`src/rtl/rxq_pkg.sv`:
```
package rxq_pkg;
  // Per-cycle queue events decided by the pointer logic.
  typedef struct packed {
    logic push;      // an arrival is accepted into storage
    logic pop;       // a read consumes a pending entry
    logic pop_last;  // that read takes the final pending entry
  } rxq_ev_t;
endpackage

```
`src/rtl/rxq_mem.sv`:
```
module rxq_mem #(
  parameter int DEPTH = 3,
  parameter int DW    = 8,
  parameter int IW    = 2
) (
  input  logic          clk,
  input  logic          we,
  input  logic [IW-1:0] waddr,
  input  logic [DW-1:0] wdata,
  input  logic          re,
  input  logic [IW-1:0] raddr,
  output logic [DW-1:0] rdata
);
  logic [DW-1:0] ram [DEPTH];

  // Simple dual-port array with a registered, read-before-write port.
  always_ff @(posedge clk) begin
    if (we) ram[waddr] <= wdata;
    if (re) rdata <= ram[raddr];
  end
endmodule

```
`src/rtl/rxq_ptr.sv`:
```
module rxq_ptr
  import rxq_pkg::*;
#(
  parameter int DEPTH = 3,
  parameter int IW    = 2,
  parameter int CW    = 2
) (
  input  logic          clk,
  input  logic          rst,
  input  logic          rx_en,
  input  logic          rx_clr,
  input  logic          offer,
  input  logic          take,
  output logic [CW-1:0] count,
  output logic [IW-1:0] ridx,
  output logic [IW-1:0] waddr,
  output logic [CW-1:0] free,
  output rxq_ev_t       ev
);
  localparam logic [CW-1:0] DEPTH_C = CW'(DEPTH);
  localparam logic [CW:0]   DEPTH_W = (CW+1)'(DEPTH);
  localparam logic [IW-1:0] LAST_I  = IW'(DEPTH - 1);

  logic [CW:0]   wsum;
  logic [IW-1:0] ridx_inc;
  logic          hold_idx;

  assign free        = rx_en ? (DEPTH_C - count) : '0;
  assign ev.push     = offer & (free != '0) & ~rx_clr;
  assign ev.pop      = take & (count != '0) & ~rx_clr;
  assign ev.pop_last = ev.pop & (count == CW'(1));

  // Write slot is index plus count, folded back into 0..DEPTH-1.
  assign wsum  = (CW+1)'(ridx) + (CW+1)'(count);
  assign waddr = (wsum >= DEPTH_W) ? IW'(wsum - DEPTH_W) : IW'(wsum);

  assign ridx_inc = (ridx == LAST_I) ? '0 : ridx + 1'b1;
  // Index parks on the consumed slot only when the queue ends up empty.
  assign hold_idx = ev.pop_last & ~ev.push;

  always_ff @(posedge clk) begin
    if (rst) begin
      count <= '0;
      ridx  <= '0;
    end else if (rx_clr) begin
      count <= '0;
    end else begin
      count <= count + CW'(ev.push) - CW'(ev.pop);
      if (ev.pop && !hold_idx) ridx <= ridx_inc;
    end
  end

  // never more than DEPTH pending
  a_r1_count_bound: assert property (@(posedge clk) disable iff (rst)
    count <= DEPTH_C);

  // an offer with no free space does not grow the queue
  a_r6_drop_when_full: assert property (@(posedge clk) disable iff (rst)
    (offer && free == '0 && !take && !rx_clr) |=> $stable(count));

  // a read of an empty queue moves nothing
  a_r5_empty_read_inert: assert property (@(posedge clk) disable iff (rst)
    (take && count == '0 && !offer && !rx_clr) |=> ($stable(count) && $stable(ridx)));

  // clear empties the queue and keeps the index
  a_r9_clear_empties: assert property (@(posedge clk) disable iff (rst)
    rx_clr |=> (count == '0 && $stable(ridx)));
endmodule

```
`src/rtl/rxq_flags.sv`:
```
module rxq_flags
  import rxq_pkg::*;
(
  input  logic    clk,
  input  logic    rst,
  input  logic    rx_clr,
  input  rxq_ev_t ev,
  input  logic    brk_evt,
  input  logic    brk_ack,
  output logic    rdy,
  output logic    rdy_irq,
  output logic    brk_stat,
  output logic    brk_irq
);
  logic rdy_n, brk_stat_n, brk_irq_n, brk_seen;

  // Ready follows arrivals into an empty queue and the read that drains it.
  always_comb begin
    if (rx_clr)           rdy_n = 1'b0;
    else if (ev.push)     rdy_n = 1'b1;
    else if (ev.pop_last) rdy_n = 1'b0;
    else                  rdy_n = rdy;
  end

  // A consuming read while break is marked converts the mark into a request.
  assign brk_seen   = ev.pop & brk_stat;
  assign brk_stat_n = brk_evt ? 1'b1 : (brk_seen ? 1'b0 : brk_stat);
  assign brk_irq_n  = (brk_irq & ~brk_ack) | (brk_evt & ~brk_stat) | brk_seen;

  always_ff @(posedge clk) begin
    if (rst) begin
      rdy      <= 1'b0;
      rdy_irq  <= 1'b0;
      brk_stat <= 1'b0;
      brk_irq  <= 1'b0;
    end else begin
      rdy      <= rdy_n;
      rdy_irq  <= rdy_n;
      brk_stat <= brk_stat_n;
      brk_irq  <= brk_irq_n;
    end
  end

  // an accepted arrival leaves ready set
  a_r3_push_sets_ready: assert property (@(posedge clk) disable iff (rst)
    ev.push |=> (rdy && rdy_irq));

  // a break strobe always marks the status bit
  a_r7_break_marks: assert property (@(posedge clk) disable iff (rst)
    brk_evt |=> brk_stat);

  // consuming the marked data clears the mark and raises the request
  a_r8_read_converts_break: assert property (@(posedge clk) disable iff (rst)
    (ev.pop && brk_stat && !brk_evt) |=> (!brk_stat && brk_irq));

  // acknowledge with no competing set drops the request
  a_r8_ack_clears: assert property (@(posedge clk) disable iff (rst)
    (brk_ack && !brk_evt && !(ev.pop && brk_stat)) |=> !brk_irq);
endmodule

```
`src/rtl/rx_brk_queue.sv`:
```
module rx_brk_queue
  import rxq_pkg::*;
#(
  parameter int DEPTH = 3,
  parameter int DW    = 8,
  localparam int IW   = (DEPTH > 1) ? $clog2(DEPTH) : 1,
  localparam int CW   = $clog2(DEPTH + 1)
) (
  input  logic          clk,
  input  logic          rst,
  input  logic          rx_en,
  input  logic          rx_clr,
  input  logic          in_vld,
  input  logic [DW-1:0] in_data,
  input  logic          brk_evt,
  input  logic          rd_req,
  input  logic          brk_ack,
  output logic [DW-1:0] rd_data,
  output logic [CW-1:0] free_slots,
  output logic          rdy,
  output logic          rdy_irq,
  output logic          brk_stat,
  output logic          brk_irq
);
  rxq_ev_t       ev;
  logic [CW-1:0] count;
  logic [IW-1:0] ridx, waddr;
  logic [DW-1:0] wdata;

  // A break takes the cycle and stores an all-zero character.
  assign wdata = brk_evt ? '0 : in_data;

  rxq_ptr #(.DEPTH(DEPTH), .IW(IW), .CW(CW)) u_ptr (
    .clk(clk), .rst(rst), .rx_en(rx_en), .rx_clr(rx_clr),
    .offer(in_vld | brk_evt), .take(rd_req),
    .count(count), .ridx(ridx), .waddr(waddr), .free(free_slots), .ev(ev)
  );

  rxq_mem #(.DEPTH(DEPTH), .DW(DW), .IW(IW)) u_mem (
    .clk(clk), .we(ev.push), .waddr(waddr), .wdata(wdata),
    .re(rd_req), .raddr(ridx), .rdata(rd_data)
  );

  rxq_flags u_flags (
    .clk(clk), .rst(rst), .rx_clr(rx_clr), .ev(ev),
    .brk_evt(brk_evt), .brk_ack(brk_ack),
    .rdy(rdy), .rdy_irq(rdy_irq), .brk_stat(brk_stat), .brk_irq(brk_irq)
  );

  // ready status agrees with the pointer logic's count
  a_r4_ready_matches_count: assert property (@(posedge clk) disable iff (rst)
    rdy == (count != '0));
endmodule

```
`config.mk`:
```
export PLATFORM = sky130hd
export DESIGN_NAME = rx_brk_queue
export DESIGN_NICKNAME = d
export VERILOG_FILES = /design/src/rtl/rxq_pkg.sv /design/src/rtl/rxq_mem.sv /design/src/rtl/rxq_ptr.sv /design/src/rtl/rxq_flags.sv /design/src/rtl/rx_brk_queue.sv
export SDC_FILE = /design/constraint.sdc
export NUM_CORES = 1
export LEC_CHECK = 0
export BUFFER_PORTS_ARGS = -buffer_cell sky130_fd_sc_hd__buf_2
export CAP_MARGIN = 20
export CORE_ASPECT_RATIO = 1.5
export CORE_UTILIZATION = 49
export CTS_CLUSTER_DIAMETER = 30
export DETAILED_ROUTE_END_ITERATION = 6
export PLACE_DENSITY = 0.78
export SYNTH_ARGS = -nofsm -noshare
export SYNTH_HDL_FRONTEND = slang
export SYNTH_HIERARCHICAL = 1
export SYNTH_SLANG_ARGS = --single-unit
```
`constraint.sdc`:
```
create_clock -name clk -period 2.49 [get_ports clk]
set_input_delay 0.249 -clock clk [delete_from_list [all_inputs] [get_ports clk]]
set_output_delay 0.249 -clock clk [all_outputs]
set_load 0.01 [all_outputs]
```
==> run_results.csv <==
group,metric,value,unit
global_routing,grtUsageTotal,17.46,%
synth,yosysSeqAreaShare,66.42,%
timing,setup_viol,0,
detailed_routing,first_iter_violations,42,
global_routing,overflow,0,
detailed_routing,postRouteAntennaNets,0,
timing,maxSlewHeadroom,76.54,%
detailed_routing,firstDrtPassIters,4,
clock_network,cts_tree,"built",
detailed_routing,via_count,1023,
synth,avgSynthCellArea,14.05,µm²
synth,ys.flop_type,"edfxtp_1",
floorplanning,dieArea,0.003625,mm²
clock_network,cts_buffers,5,
timing,whs,0.1887,ns
power_and_ir_drop,ir_worst_vdd,471.8,µV
detailed_routing,drc,0,
finish,utilization,61.76,%
timing,fin_tns_setup,0,ns
setup_path,required,2.47,ns
synth,synth_edf_count,32,
placement,hpwl,2103,µm
clock_network,cts.root.buffer_cell,"clkbuf_8",
timing,max_freq,421.7,MHz
power_and_ir_drop,leakagePower,0.7678,nW
synth,synth_cells,118,
finish,regArea,0.001101,mm²
floorplanning,die_h,73.24,µm
floorplanning,start_util,51.96,%
finish,fillerInstances,268,
global_routing,grt_pass1_vias,1082,
global_routing,grt_max_degree,20,
power_and_ir_drop,p_per_area,699.8,mW/mm²
clock_network,clock_tree.buffer_depth,2,
finish,diodes,0,
job,drv_cap,0,
worst_hold_path,holdCritPathClass,"primary input to flip-flop",
synth,yosys_warnings,6,
synth,synthesis.nets,139,
synth,post-synth-top-area-cell,"edfxtp_1",
timing,finalHoldViolCount,0,
timing,tightest_slew,0.3503,ns
synth,netlist_area,0.001658,mm²
timing,slew_violations,0,
timing,skew,0.004193,ns
synth,synth_cell_types,30,
floorplanning,io_pins,30,
clock_network,htree_levels,2,
setup_path,critPathArrivalTime,2.36,ns
finish,final_layout_size_suffix_gt1_share,29.03,%
synth,synthArstFlopShare,0,%
finish,area_delta_synth_final,18.87,%
global_routing,antenna_found_initial,0,
timing,post-route-min-period,2.372,ns
setup_path,cp_max_fo,8,
setup_path,startpoint_type,"flip-flop",
clock_network,cts_hold_buf,0,
finish,multi_input_area,519.2,µm²
floorplanning,core_area,0.003191,mm²
timing,finalCritPeriodShare,95.25,%
detailed_routing,wire_per_inst,14.08,µm
floorplanning,rows,25,
setup_path,worstSetupPathType,"flip-flop to flip-flop",
synth,synth_top_area_share,57.96,%
setup_path,worst_setup_path_end_kind,"flip-flop",
placement,gp_congestion,0.7600,
detailed_routing,viasPerCell,5.246,
synth,netlist_top_cells_area,"edfxtp_1, dfxtp_1, mux2i_1",
synth,synth_seq_cells,39,
detailed_routing,wl,2746,µm
clock_network,cts_sinks,39,
floorplanning,die_x,49.49,µm
timing,rsz0062_at_grt,"false",
outcome,status,"complete, no violations",
clock_network,path_clk_slew,0.07,ns
clock_network,clock_latency,0.29,ns
placement,io_buffer_count,29,
global_routing,grt_pass1_wl,4471,µm
finish,nets,175,
## what timing repair did
item,4_1_cts,5_1_grt
gates resized for setup,0,2
buffers inserted,0,0
hold endpoints to repair,0,0
setup endpoints to repair,0,16
## state kept, by name, summed over array words and instances, names as in the netlist
| register | count |
|---|---|
| u_flags/brk_irq | 1 |
| u_flags/brk_stat | 1 |
| u_flags/rdy_irq | 1 |
| u_mem/ram | 24 |
| u_mem/rdata | 8 |
| u_ptr/count | 2 |
| u_ptr/ridx | 2 |
## through the flow
| step | setup WS, ns | instances | instance area, µm² | total power [mW] |
|---|---|---|---|---|
| 2_1_floorplan | 0.1131 | 118 | 1663 | 0.8132 |
| 3_3_place_gp | 0.09131 | 187 | 1851 | 0.8537 |
| 3_5_place_dp | 0.02348 | 187 | 1851 | 0.8603 |
| 4_1_cts | 0.01117 | 195 | 1968 | 1.394 |
| 5_1_grt | 0.07925 | 195 | 1971 | 1.429 |
| 6_report | 0.1184 | 195 | 1971 | 1.379 |
## critical path, cell delays in order, from the launching register on
cell      delay, ns
dfxtp_1        0.35
ha_1           0.22
fa_1           0.48
ha_1           0.25
nor2_1         0.15
nand3b_1       0.10
o21ai_0        0.15
and3b_2        0.37
## cell families after synthesis
| group | Yosys count | share of synthesized area, % |
|---|---|---|
| adder cells (fa/ha/maj) | 5 | 4.227 |
| AND/OR/NAND/NOR | 37 | 13.13 |
| flip-flops | 39 | 66.41 |
| multiplexers | 9 | 5.434 |
| buffers and inverters | 7 | 2.717 |
| XOR/XNOR | 2 | 1.057 |
| AO/OA/AOI/OAI | 19 | 7.019 |
## report_power, final
group	leakage [nW]	internal (mW)	switching (mW)	total [mW]
Sequential	0.359	0.734	0.00865	0.742
Clock	0.0612	0.324	0.211	0.535
Combinational	0.347	0.0454	0.0565	0.102
Total	0.768	1.10	0.276	1.38
## cell type report
type | count | area share, %
inverter | 4 | 0.7619
sequential | 39 | 55.87
timing repair buffer | 32 | 8.508
multi-input combinational | 72 | 26.35
clock buffer | 6 | 4.190
tap | 40 | 2.540
clock inverter | 2 | 1.778
## routing by layer
metal,routed length (µm),part of all wire [%],vias up,track usage [%]
li1,-,-,498,-
met1,967,35,483,14.84
met2,1597,58,33,34.55
met3,123,4.5,9,5.625
met4,59,2.1,0,9.524
met5,0,0,-,0
## Yosys cell counts, types with 2 or more instances
cell,count
a21oi_1,3
and3b_1,2
buf_6,2
dfxtp_1,7
edfxtp_1,32
ha_1,4
inv_1,4
mux2i_1,9
nand2_1,8
nand2b_1,2
nor2_1,4
nor2b_1,11
nor3_1,3
nor3b_1,2
o21a_1,2
o21ai_0,2
o21ai_1,8
## cells in the final DEF, fill, tap and decap left out, drive strengths merged
cell type	count
ha	4
clkbuf	6
clkinv	1
buf	32
o21ba	1
nand2	8
nor4b	1
o21a	2
or2	1
nor2	4
mux2i	9
o21ai	10
and3b	2
o211a	1
inv	4
bufinv	1
fa	1
xor2	1
o32a	1
nor3b	2
a21oi	3
or4	1
nand3b	1
dfxtp	7
a31oi	1
nand2b	3
xnor2	1
nor2b	11
nor3	3
edfxtp	32
## final timing paths
path	cells past startpoint	slack, ns	start	end
max	7	0.12	u_ptr/count[0]$_SDFF_PP0_	u_mem/ram[1][3]$_DFFE_PP_
min	2	0.19	rx_clr	u_ptr/count[1]$_SDFF_PP0_
max reg2reg	7	0.12	u_ptr/count[0]$_SDFF_PP0_	u_mem/ram[1][3]$_DFFE_PP_
min reg2reg	2	0.48	u_flags/brk_irq$_SDFF_PP0_	u_flags/brk_irq$_SDFF_PP0_
(Power assumes the default switching activity.)
